## config.mk

```make
export PLATFORM = sky130hd
export DESIGN_NAME = step_spacer
export DESIGN_NICKNAME = d
export VERILOG_FILES = /design/src/rtl/spc_pkg.sv /design/src/rtl/spc_div_decode.sv /design/src/rtl/spc_gap_timer.sv /design/src/rtl/spc_backlog.sv /design/src/rtl/step_spacer.sv
export SDC_FILE = /design/constraint.sdc
export NUM_CORES = 1
export LEC_CHECK = 0
export BUFFER_PORTS_ARGS = -buffer_cell sky130_fd_sc_hd__buf_2
export CELL_PAD_IN_SITES_DETAIL_PLACEMENT = 1
export CELL_PAD_IN_SITES_GLOBAL_PLACEMENT = 1
export CORE_MARGIN = 2
export CORE_UTILIZATION = 40
export CTS_BUF_LIST = sky130_fd_sc_hd__clkbuf_16
export CTS_CLUSTER_DIAMETER = 200
export DETAILED_ROUTE_END_ITERATION = 10
export PLACE_DENSITY_LB_ADDON = 0.1
export SYNTH_ARGS = -nofsm -noshare
export SYNTH_HDL_FRONTEND = slang
export SYNTH_SLANG_ARGS = --single-unit
```

## constraint.sdc

```tcl
create_clock -name clk -period 3.55 [get_ports clk]
set_clock_uncertainty 0.2 [all_clocks]
set_input_delay 0.1775 -clock clk [delete_from_list [all_inputs] [get_ports clk]]
set_output_delay 0.1775 -clock clk [all_outputs]
set_load 0.02 [all_outputs]
```

## src/rtl/spc_pkg.sv

```systemverilog
package spc_pkg;

    typedef enum logic {
        DIR_DOWN = 1'b0,
        DIR_UP   = 1'b1
    } step_dir_e;

    // Clamp a divisor select code to the largest supported shift.
    function automatic int clamp_shift(input int sel, input int max_log);
        return (sel > max_log) ? max_log : sel;
    endfunction

endpackage

```

## src/rtl/spc_div_decode.sv

```systemverilog
module spc_div_decode #(
    parameter int SEL_W   = 3,
    parameter int MAX_LOG = 4,
    localparam int SH_W   = $clog2(MAX_LOG + 1)
) (
    input  logic [SEL_W-1:0] sel,
    output logic [SH_W-1:0]  shift
);

    always_comb begin
        shift = '0;
        for (int i = 0; i <= MAX_LOG; i++) begin
            if (int'(sel) == i) shift = SH_W'(i);
        end
        if (int'(sel) > MAX_LOG) shift = SH_W'(spc_pkg::clamp_shift(int'(sel), MAX_LOG));
    end

endmodule

```

## src/rtl/spc_gap_timer.sv

```systemverilog
module spc_gap_timer #(
    parameter int TMR_W = 20
) (
    input  logic             clk,
    input  logic             rst_n,
    input  logic             load,
    input  logic [TMR_W-1:0] load_val,
    output logic             ready
);

    typedef struct packed {
        logic [TMR_W-1:0] cnt;
    } tmr_t;

    tmr_t tmr_d, tmr_q;

    assign ready = (tmr_q.cnt == '0);

    always_comb begin
        tmr_d = tmr_q;
        if (load) begin
            tmr_d.cnt = load_val;
        end else if (!ready) begin
            tmr_d.cnt = tmr_q.cnt - TMR_W'(1);
        end
    end

    always_ff @(posedge clk or negedge rst_n) begin
        if (!rst_n) tmr_q <= '0;
        else        tmr_q <= tmr_d;
    end

endmodule

```

## src/rtl/spc_backlog.sv

```systemverilog
module spc_backlog #(
    parameter int BL_W = 8
) (
    input  logic clk,
    input  logic rst_n,
    input  logic ready,
    input  logic evt,
    input  logic evt_dir,
    output logic rel,
    output logic rel_dir,
    output logic nonzero,
    output logic ovf
);

    localparam logic signed [BL_W-1:0] ONE     = BL_W'(1);
    localparam logic signed [BL_W-1:0] POS_MAX = {1'b0, {(BL_W-1){1'b1}}};
    localparam logic signed [BL_W-1:0] NEG_MAX = ~POS_MAX + ONE;

    typedef struct packed {
        logic [BL_W-1:0] cnt;
        logic            ovf;
    } bl_t;

    bl_t bl_d, bl_q;
    logic signed [BL_W-1:0] net;

    assign nonzero = (bl_q.cnt != '0);
    assign ovf     = bl_q.ovf;

    always_comb begin
        bl_d    = bl_q;
        rel     = 1'b0;
        rel_dir = spc_pkg::DIR_DOWN;
        net     = $signed(bl_q.cnt);
        // The oldest held event leaves first.
        if (ready && nonzero) begin
            rel     = 1'b1;
            rel_dir = ~bl_q.cnt[BL_W-1];
            net     = bl_q.cnt[BL_W-1] ? net + ONE : net - ONE;
        end
        if (evt) begin
            if (ready && !nonzero) begin
                rel     = 1'b1;
                rel_dir = evt_dir;
            end else if (evt_dir == spc_pkg::DIR_UP) begin
                if (net == POS_MAX) bl_d.ovf = 1'b1;
                else                net      = net + ONE;
            end else begin
                if (net == NEG_MAX) bl_d.ovf = 1'b1;
                else                net      = net - ONE;
            end
        end
        bl_d.cnt = net;
    end

    always_ff @(posedge clk or negedge rst_n) begin
        if (!rst_n) bl_q <= '0;
        else        bl_q <= bl_d;
    end

endmodule

```

## src/rtl/step_spacer.sv

```systemverilog
module step_spacer #(
    parameter int GAP_W       = 16,
    parameter int DIV_SEL_W   = 3,
    parameter int MAX_DIV_LOG = 4,
    parameter int BL_W        = 8
) (
    input  logic                 clk,
    input  logic                 rst_n,
    input  logic                 step_in,
    input  logic                 step_dir,
    input  logic [GAP_W-1:0]     gap_cfg,
    input  logic [DIV_SEL_W-1:0] div_sel,
    output logic                 step_out,
    output logic                 step_out_dir,
    output logic                 pending,
    output logic                 overflow
);

    localparam int TMR_W = GAP_W + MAX_DIV_LOG;
    localparam int SH_W  = $clog2(MAX_DIV_LOG + 1);

    typedef struct packed {
        logic vld;
        logic dir;
    } out_t;

    out_t             out_d, out_q;
    logic [SH_W-1:0]  shift;
    logic [TMR_W-1:0] eff_gap;
    logic [TMR_W-1:0] load_val;
    logic             ready;
    logic             rel;
    logic             rel_dir;

    spc_div_decode #(
        .SEL_W   (DIV_SEL_W),
        .MAX_LOG (MAX_DIV_LOG)
    ) u_div (
        .sel   (div_sel),
        .shift (shift)
    );

    assign eff_gap  = TMR_W'(gap_cfg) << shift;
    assign load_val = (eff_gap > TMR_W'(1)) ? eff_gap - TMR_W'(1) : '0;

    spc_gap_timer #(
        .TMR_W (TMR_W)
    ) u_timer (
        .clk      (clk),
        .rst_n    (rst_n),
        .load     (rel),
        .load_val (load_val),
        .ready    (ready)
    );

    spc_backlog #(
        .BL_W (BL_W)
    ) u_backlog (
        .clk     (clk),
        .rst_n   (rst_n),
        .ready   (ready),
        .evt     (step_in),
        .evt_dir (step_dir),
        .rel     (rel),
        .rel_dir (rel_dir),
        .nonzero (pending),
        .ovf     (overflow)
    );

    always_comb begin
        out_d     = out_q;
        out_d.vld = rel;
        out_d.dir = rel ? rel_dir : out_q.dir;
    end

    always_ff @(posedge clk or negedge rst_n) begin
        if (!rst_n) out_q <= '0;
        else        out_q <= out_d;
    end

    assign step_out     = out_q.vld;
    assign step_out_dir = out_q.dir;

endmodule

```

==> results of run 1 <==
-- layout make-up --
| cell class | instances | area [µm²] | share of cell area, % |
|---|---|---|---|
| clock buffer | 5 | 125 | 2.94 |
| clock inverter | 3 | 20.0 | 0.470 |
| inverter | 21 | 78.8 | 1.85 |
| multi-input combinational | 378 | 2800 | 65.6 |
| sequential | 31 | 776 | 18.2 |
| tap | 111 | 139 | 3.26 |
| timing repair buffer | 52 | 328 | 7.69 |
-- power by group through the flow --
stage / logic [mW] / registers (mW) / clock network [mW]
after floorplan: 0.922 / 0.517 / 0
after global placement: 1.29 / 0.544 / 0
after detailed placement: 1.32 / 0.545 / 0
after CTS: 1.34 / 0.540 / 0.437
after global routing: 1.50 / 0.552 / 0.452
final: 1.36 / 0.542 / 0.424
-- metrics by stage --
stage / hold slack, ns / utilization [%]
floorplan: -0.318 / -
global placement: 0.0988 / 44.4
detailed placement: 0.0988 / 44.4
CTS: 0.0679 / 46.1
global route: 0.0953 / 46.6
finish: 0.0639 / 46.6
-- metal layers --
metal	track usage, %	share of wire, %	wire length (µm)	vias up
met5	0	0	0	-
met4	4.95	0.91	102	0
met3	1.87	1.7	185	8
met2	45.2	55	6190	49
met1	28.0	42	4690	1739
li1	-	-	-	1753
-- kinds of logic (layout without fill, tap and decap cells) --
group                      after synthesis  after routing  synth area share, %
AOI/OAI and AO/OA                      114            114                 20.7
xor gates and xnor gates                41             41                 9.59
adders and majority gates               15             15                 5.21
buffers and inverters                   43             81                 5.28
DFF                                     31             31                 20.7
muxes                                   34             34                 13.3
and+or+nand+nor                        174            174                 25.2
-- critical path, cell delays in order, from the launching register on --
cell	delay (ns)
dfrtp_1	0.45
inv_2	0.13
ha_1	0.42
xor2_1	0.58
nand2b_1	0.12
mux2i_1	0.21
nand4_1	0.16
a211oi_1	0.33
buf_4	0.18
or3_1	0.10
a21oi_1	0.06
a221o_1	0.26
-- synthesized netlist by cell type, types with 3 or more instances --
master | n | share of area, %
o211ai_1 | 5 | 1.0
clkbuf_1 | 8 | 0.80
nand2b_1 | 5 | 0.84
o221ai_1 | 6 | 1.4
a21o_1 | 4 | 0.80
ha_1 | 14 | 4.7
buf_2 | 8 | 1.1
buf_4 | 3 | 0.60
inv_1 | 20 | 2.0
mux2_2 | 4 | 1.2
or3_1 | 6 | 1.0
nor4_1 | 7 | 1.2
o21ai_0 | 14 | 1.9
a21oi_1 | 21 | 2.8
a211oi_1 | 5 | 1.0
xnor2_1 | 21 | 4.9
o21bai_1 | 3 | 0.60
dfrtp_1 | 31 | 21
nor3_1 | 9 | 1.2
o21a_1 | 5 | 1.0
and2_1 | 8 | 1.3
xor2_1 | 20 | 4.7
nand4_1 | 7 | 1.2
nor2_1 | 49 | 4.9
nand3_1 | 8 | 1.1
mux2i_1 | 17 | 4.5
nor2b_1 | 8 | 1.3
and3_1 | 7 | 1.2
nand2_1 | 40 | 4.0
mux4_2 | 12 | 7.2
a31oi_1 | 7 | 1.2
a221o_1 | 3 | 0.80
o22ai_1 | 20 | 3.3
-- state kept, by name, indices dropped and copies added, names as in the netlist --
register / count
u_backlog.ovf: 1
u_backlog.bl_q: 8
u_timer.tmr_q: 20
step_out_dir: 1
step_out: 1
-- path summary, 6_finish.rpt --
path	from	end	slack [ns]	cells past startpoint
worst min-delay path	step_in	step_out	0.06	3
worst max-delay path	u_backlog.bl_q[8]	u_backlog.bl_q[2]	0.24	11
max in group asynchronous	rst_n	u_timer.tmr_q[15]	2.37	2
worst max register to register	u_backlog.bl_q[8]	u_backlog.bl_q[2]	0.24	11
min in group asynchronous	rst_n	step_out_dir	0.30	2
worst min register to register	u_backlog.ovf	u_backlog.ovf	0.28	1
-- repair_timing --
item / in CTS / in global routing
setup endpoints to repair: 1 / 8
setup buffers: 0 / 3
hold buffers: 1 / 0
resized for setup: 0 / 5
pin swaps: 1 / 0
endpoints found under the hold margin: 31 / 0
==> impl_metrics.tcl, run 1 <==
set metrics [dict create \
    yosysWarnings 0 \
    p_leak_nw 1.68 \
    power_density_nw_per_um2 545 \
    setup_slack_ns 0.238 \
    place_congestion 0.962 \
    clk_latency_ns 0.28 \
    yosysSeqAreaShare_pct 20.7 \
    drive_gt1_share_pct 19.4 \
    slew_headroom_pct 50.4 \
    dieArea_um2 10200 \
    placed_cells 589 \
    finalSetupViolations 0 \
    antenna_found_initial 0 \
    start_util_pct 40.9 \
    arrival_ns 3.28 \
    drc_errors 0 \
    grt_pass1_vias 3696 \
    ant_nets 0 \
    critPathLaunchType "register" \
    die_height_um 101 \
    fin_cells 601 \
    root_buffer "clkbuf_16" \
    synth_edf_count 0 \
    worstPathRequired_ns 3.52 \
    min_path_type "in2reg" \
    slew_violations 0 \
    cp_max_fo 7 \
    fin_area_um2 4260 \
    num_rows 35 \
    grt_pass1_wl_um 18900 \
    numCtsBuffers 5 \
    crit_type "reg2reg" \
    ys.flop_type "dfrtp_1" \
    final_cell_mix "nor2_1, nand2_1, dfrtp_1" \
    num_vias 3549 \
    rsz0062_at_grt "no" \
    area_growth_pct 13.8 \
    io_buffers 26 \
    syn_inst 452 \
    synth_fp_nets 490 \
    switching_share_pct 46.3 \
    clkPwrFrac_pct 18.3 \
    drt-total-wl_um 11200 \
    drt-vias-per-instance 5.91 \
    ir_drop_uv 206 \
    synthArstFlopShare_pct 100 \
    fin_crit_ns 3.31 \
    placed_area_um2 4060 \
    end_kind "register" \
    grt_overflow 0 \
    power_frac_seq_pct 23.3 \
    hold_viol 0 \
    tightest_slew_ns 0.743 \
    dr.first_iter.drc_count 91 \
    status "finished clean" \
    nets 527 \
    design_power_total_mw 2.32 \
    pwr-share-comb_pct 58.4 \
    switching_power_mw 1.08 \
    clk_pin_slew_worst_paths_ns 0.06 \
    dr.pass1.iters 4 \
    cts_buffer_depth 2 \
    core_um2 9150 \
    fillCellCount 1114 \
    fmax_mhz 302 \
    synthesis.area_um2 3750 \
    ios 27 \
    internal_power_mw 1.25 \
    wl_per_cell_um 18.6 \
    cts_sinks 31 \
    synth_cell_types 70 \
    syn_avg_cell_area_um2 8.29 \
    diodes 0 \
    fin_setup_tns_ns 0 \
    layout_commonest_cell "nor2_1" \
    grt_max_degree 32 \
    die_w_um 101 \
    cts_tree "yes" \
    place_ws_ns 0.0205 \
    fin_crit_sh_pct 93.3 \
    synth-seq-cells 31 \
    drv_cap 0 \
    cts_max_level 2 \
    dp.final_hpwl_um 8780 \
    grtUsageTotal_pct 23.4 \
]
Power figures use the tool's default switching activity.
==> inputs of run 2 (changes only) <==
Settings changed: CORE_UTILIZATION 40 to 47.
==> run 2 against run 1 <==
Compared with the run above:
- worst hold slack improved by 0.0089 ns
- die area fell by 14%
- highest routed layer unchanged
- sequential power rose by 1%
- total power fell by 2.6%
==> impl_metrics.tcl, run 2 (same netlist as run 1, synthesis figures left out) <==
set metrics [dict create \
    largest_register "u_timer.tmr_q" \
    end_kind "register" \
    dp.final_hpwl_um 8310 \
    num_vias 3612 \
    fin_crit_sh_pct 92.3 \
    drt-vias-per-instance 6.18 \
    power_density_nw_per_um2 540 \
    grt_pass1_vias 3643 \
    hold_viol 0 \
    slew_violations 0 \
    fin_crit_ns 3.28 \
    cts_sinks 31 \
    final_cell_mix "nor2_1, nand2_1, dfrtp_1" \
    placed_cells 575 \
    io_buffers 26 \
    drt-total-wl_um 10800 \
    diodes 0 \
    setup_slack_ns 0.275 \
    ant_nets 0 \
    cts_max_level 2 \
    place_ws_ns 0.200 \
    numCtsBuffers 5 \
    ios 27 \
    antenna_found_initial 0 \
    largest_reg_flops 20 \
    worstPathRequired_ns 3.54 \
    hold_end "step_out" \
    layout_commonest_cell "nor2_1" \
    fmax_mhz 305 \
    finalSetupViolations 0 \
    min_delay_path_depth 3 \
    area_growth_pct 12.0 \
    ff2ff_setup_slack_ns 0.27 \
    cts_buffer_depth 2 \
    crit_type "reg2reg" \
    cts_tree "yes" \
    grt_pass1_wl_um 18200 \
    tightest_slew_ns 0.737 \
    dieArea_um2 8700 \
    design_power_total_mw 2.26 \
    grt_max_degree 32 \
    drv_cap 0 \
    core_um2 7730 \
    fin_cells 584 \
    wl_per_cell_um 18.5 \
    min_path_type "in2reg" \
    dr.first_iter.drc_count 81 \
    clk_latency_ns 0.28 \
    fillCellCount 932 \
    cp_max_fo 6 \
    cp-startpoint "u_backlog.bl_q[2]" \
    num_rows 32 \
    hold_start "step_in" \
    nets 519 \
    slew_headroom_pct 49.6 \
    post-route-util_pct 54.3 \
    die_height_um 93.3 \
    p_leak_nw 1.66 \
    post_cts_buffers 0 \
    die_w_um 93.3 \
    place_congestion 0.879 \
    ir_drop_uv 224 \
    critPathLaunchType "register" \
    r2r_cells 10 \
    drc_errors 0 \
    top_regs "u_timer.tmr_q x20, u_backlog.bl_q x8" \
    start_util_pct 48.5 \
    root_buffer "clkbuf_16" \
    rsz0062_at_grt "no" \
    clk_pin_slew_worst_paths_ns 0.06 \
    grtUsageTotal_pct 26.2 \
    grt_overflow 0 \
    fin_setup_tns_ns 0 \
    drive_gt1_share_pct 17.8 \
    status "finished clean" \
    rr_endpoint "u_backlog.bl_q[6]" \
    arrival_ns 3.27 \
    r2r_start "u_backlog.bl_q[2]" \
    dr.pass1.iters 4 \
]
[run 2: how the worst max path moves through the flow]
stage	endpoint	slack, ns	cells after the start
final	u_backlog.bl_q[6]	0.27	10
after global routing	u_backlog.bl_q[5]	0.02	15
after CTS	u_backlog.bl_q[6]	0.14	15
after detailed placement	u_backlog.bl_q[6]	0.20	15
after global placement	u_backlog.bl_q[6]	0.30	15
after floorplan	u_backlog.bl_q[2]	0.32	15
[run 2: critical path, stage by stage (launching register included)]
cell and delay (ns):
dfrtp_1 0.46, inv_1 0.09, fa_1 0.48, nand2b_1 0.25, a21o_1 0.19, a311oi_1 0.45, mux2_2 0.29, a211oi_2 0.06
or2_2 0.35, o21bai_1 0.17, a22oi_1 0.18
[run 2: what timing repair did]
item	CTS	global route
hold endpoints to repair	31	0
endpoints found under the setup margin	0	8
resized for setup	0	6
hold buffers	1	0
[run 2: through the flow]
stage | hold WS (ns) | area (µm²)
final | 0.0729 | 4200
after global routing | 0.105 | 4200
after detailed placement | 0.0910 | 4010
after global placement | 0.0828 | 4010
after CTS | 0.0702 | 4160
after floorplan | -0.318 | 3750
[run 2: per-layer routing]
| metal | up-vias | global-route usage [%] | share of wire [%] |
|---|---|---|---|
| li1 | 1742 | - | - |
| met1 | 1800 | 30.7 | 42 |
| met2 | 53 | 50.7 | 54 |
| met3 | 17 | 2.34 | 1.8 |
| met4 | 0 | 6.50 | 1.9 |
| met5 | - | 0 | 0 |
[run 2: layout make-up]
cell class	count	area [µm²]	area share, %
multi-input combinational	378	2810	66.9
sequential	31	776	18.5
timing repair buffer	44	268	6.38
tap	102	128	3.04
clock buffer	5	125	2.98
inverter	21	78.8	1.88
clock inverter	3	12.5	0.298
[run 2: power breakdown]
| group | total [mW] | switching (mW) | internal [mW] |
|---|---|---|---|
| Sequential | 0.548 | 0.116 | 0.432 |
| Clock | 0.414 | 0.161 | 0.253 |
| Combinational | 1.30 | 0.775 | 0.527 |
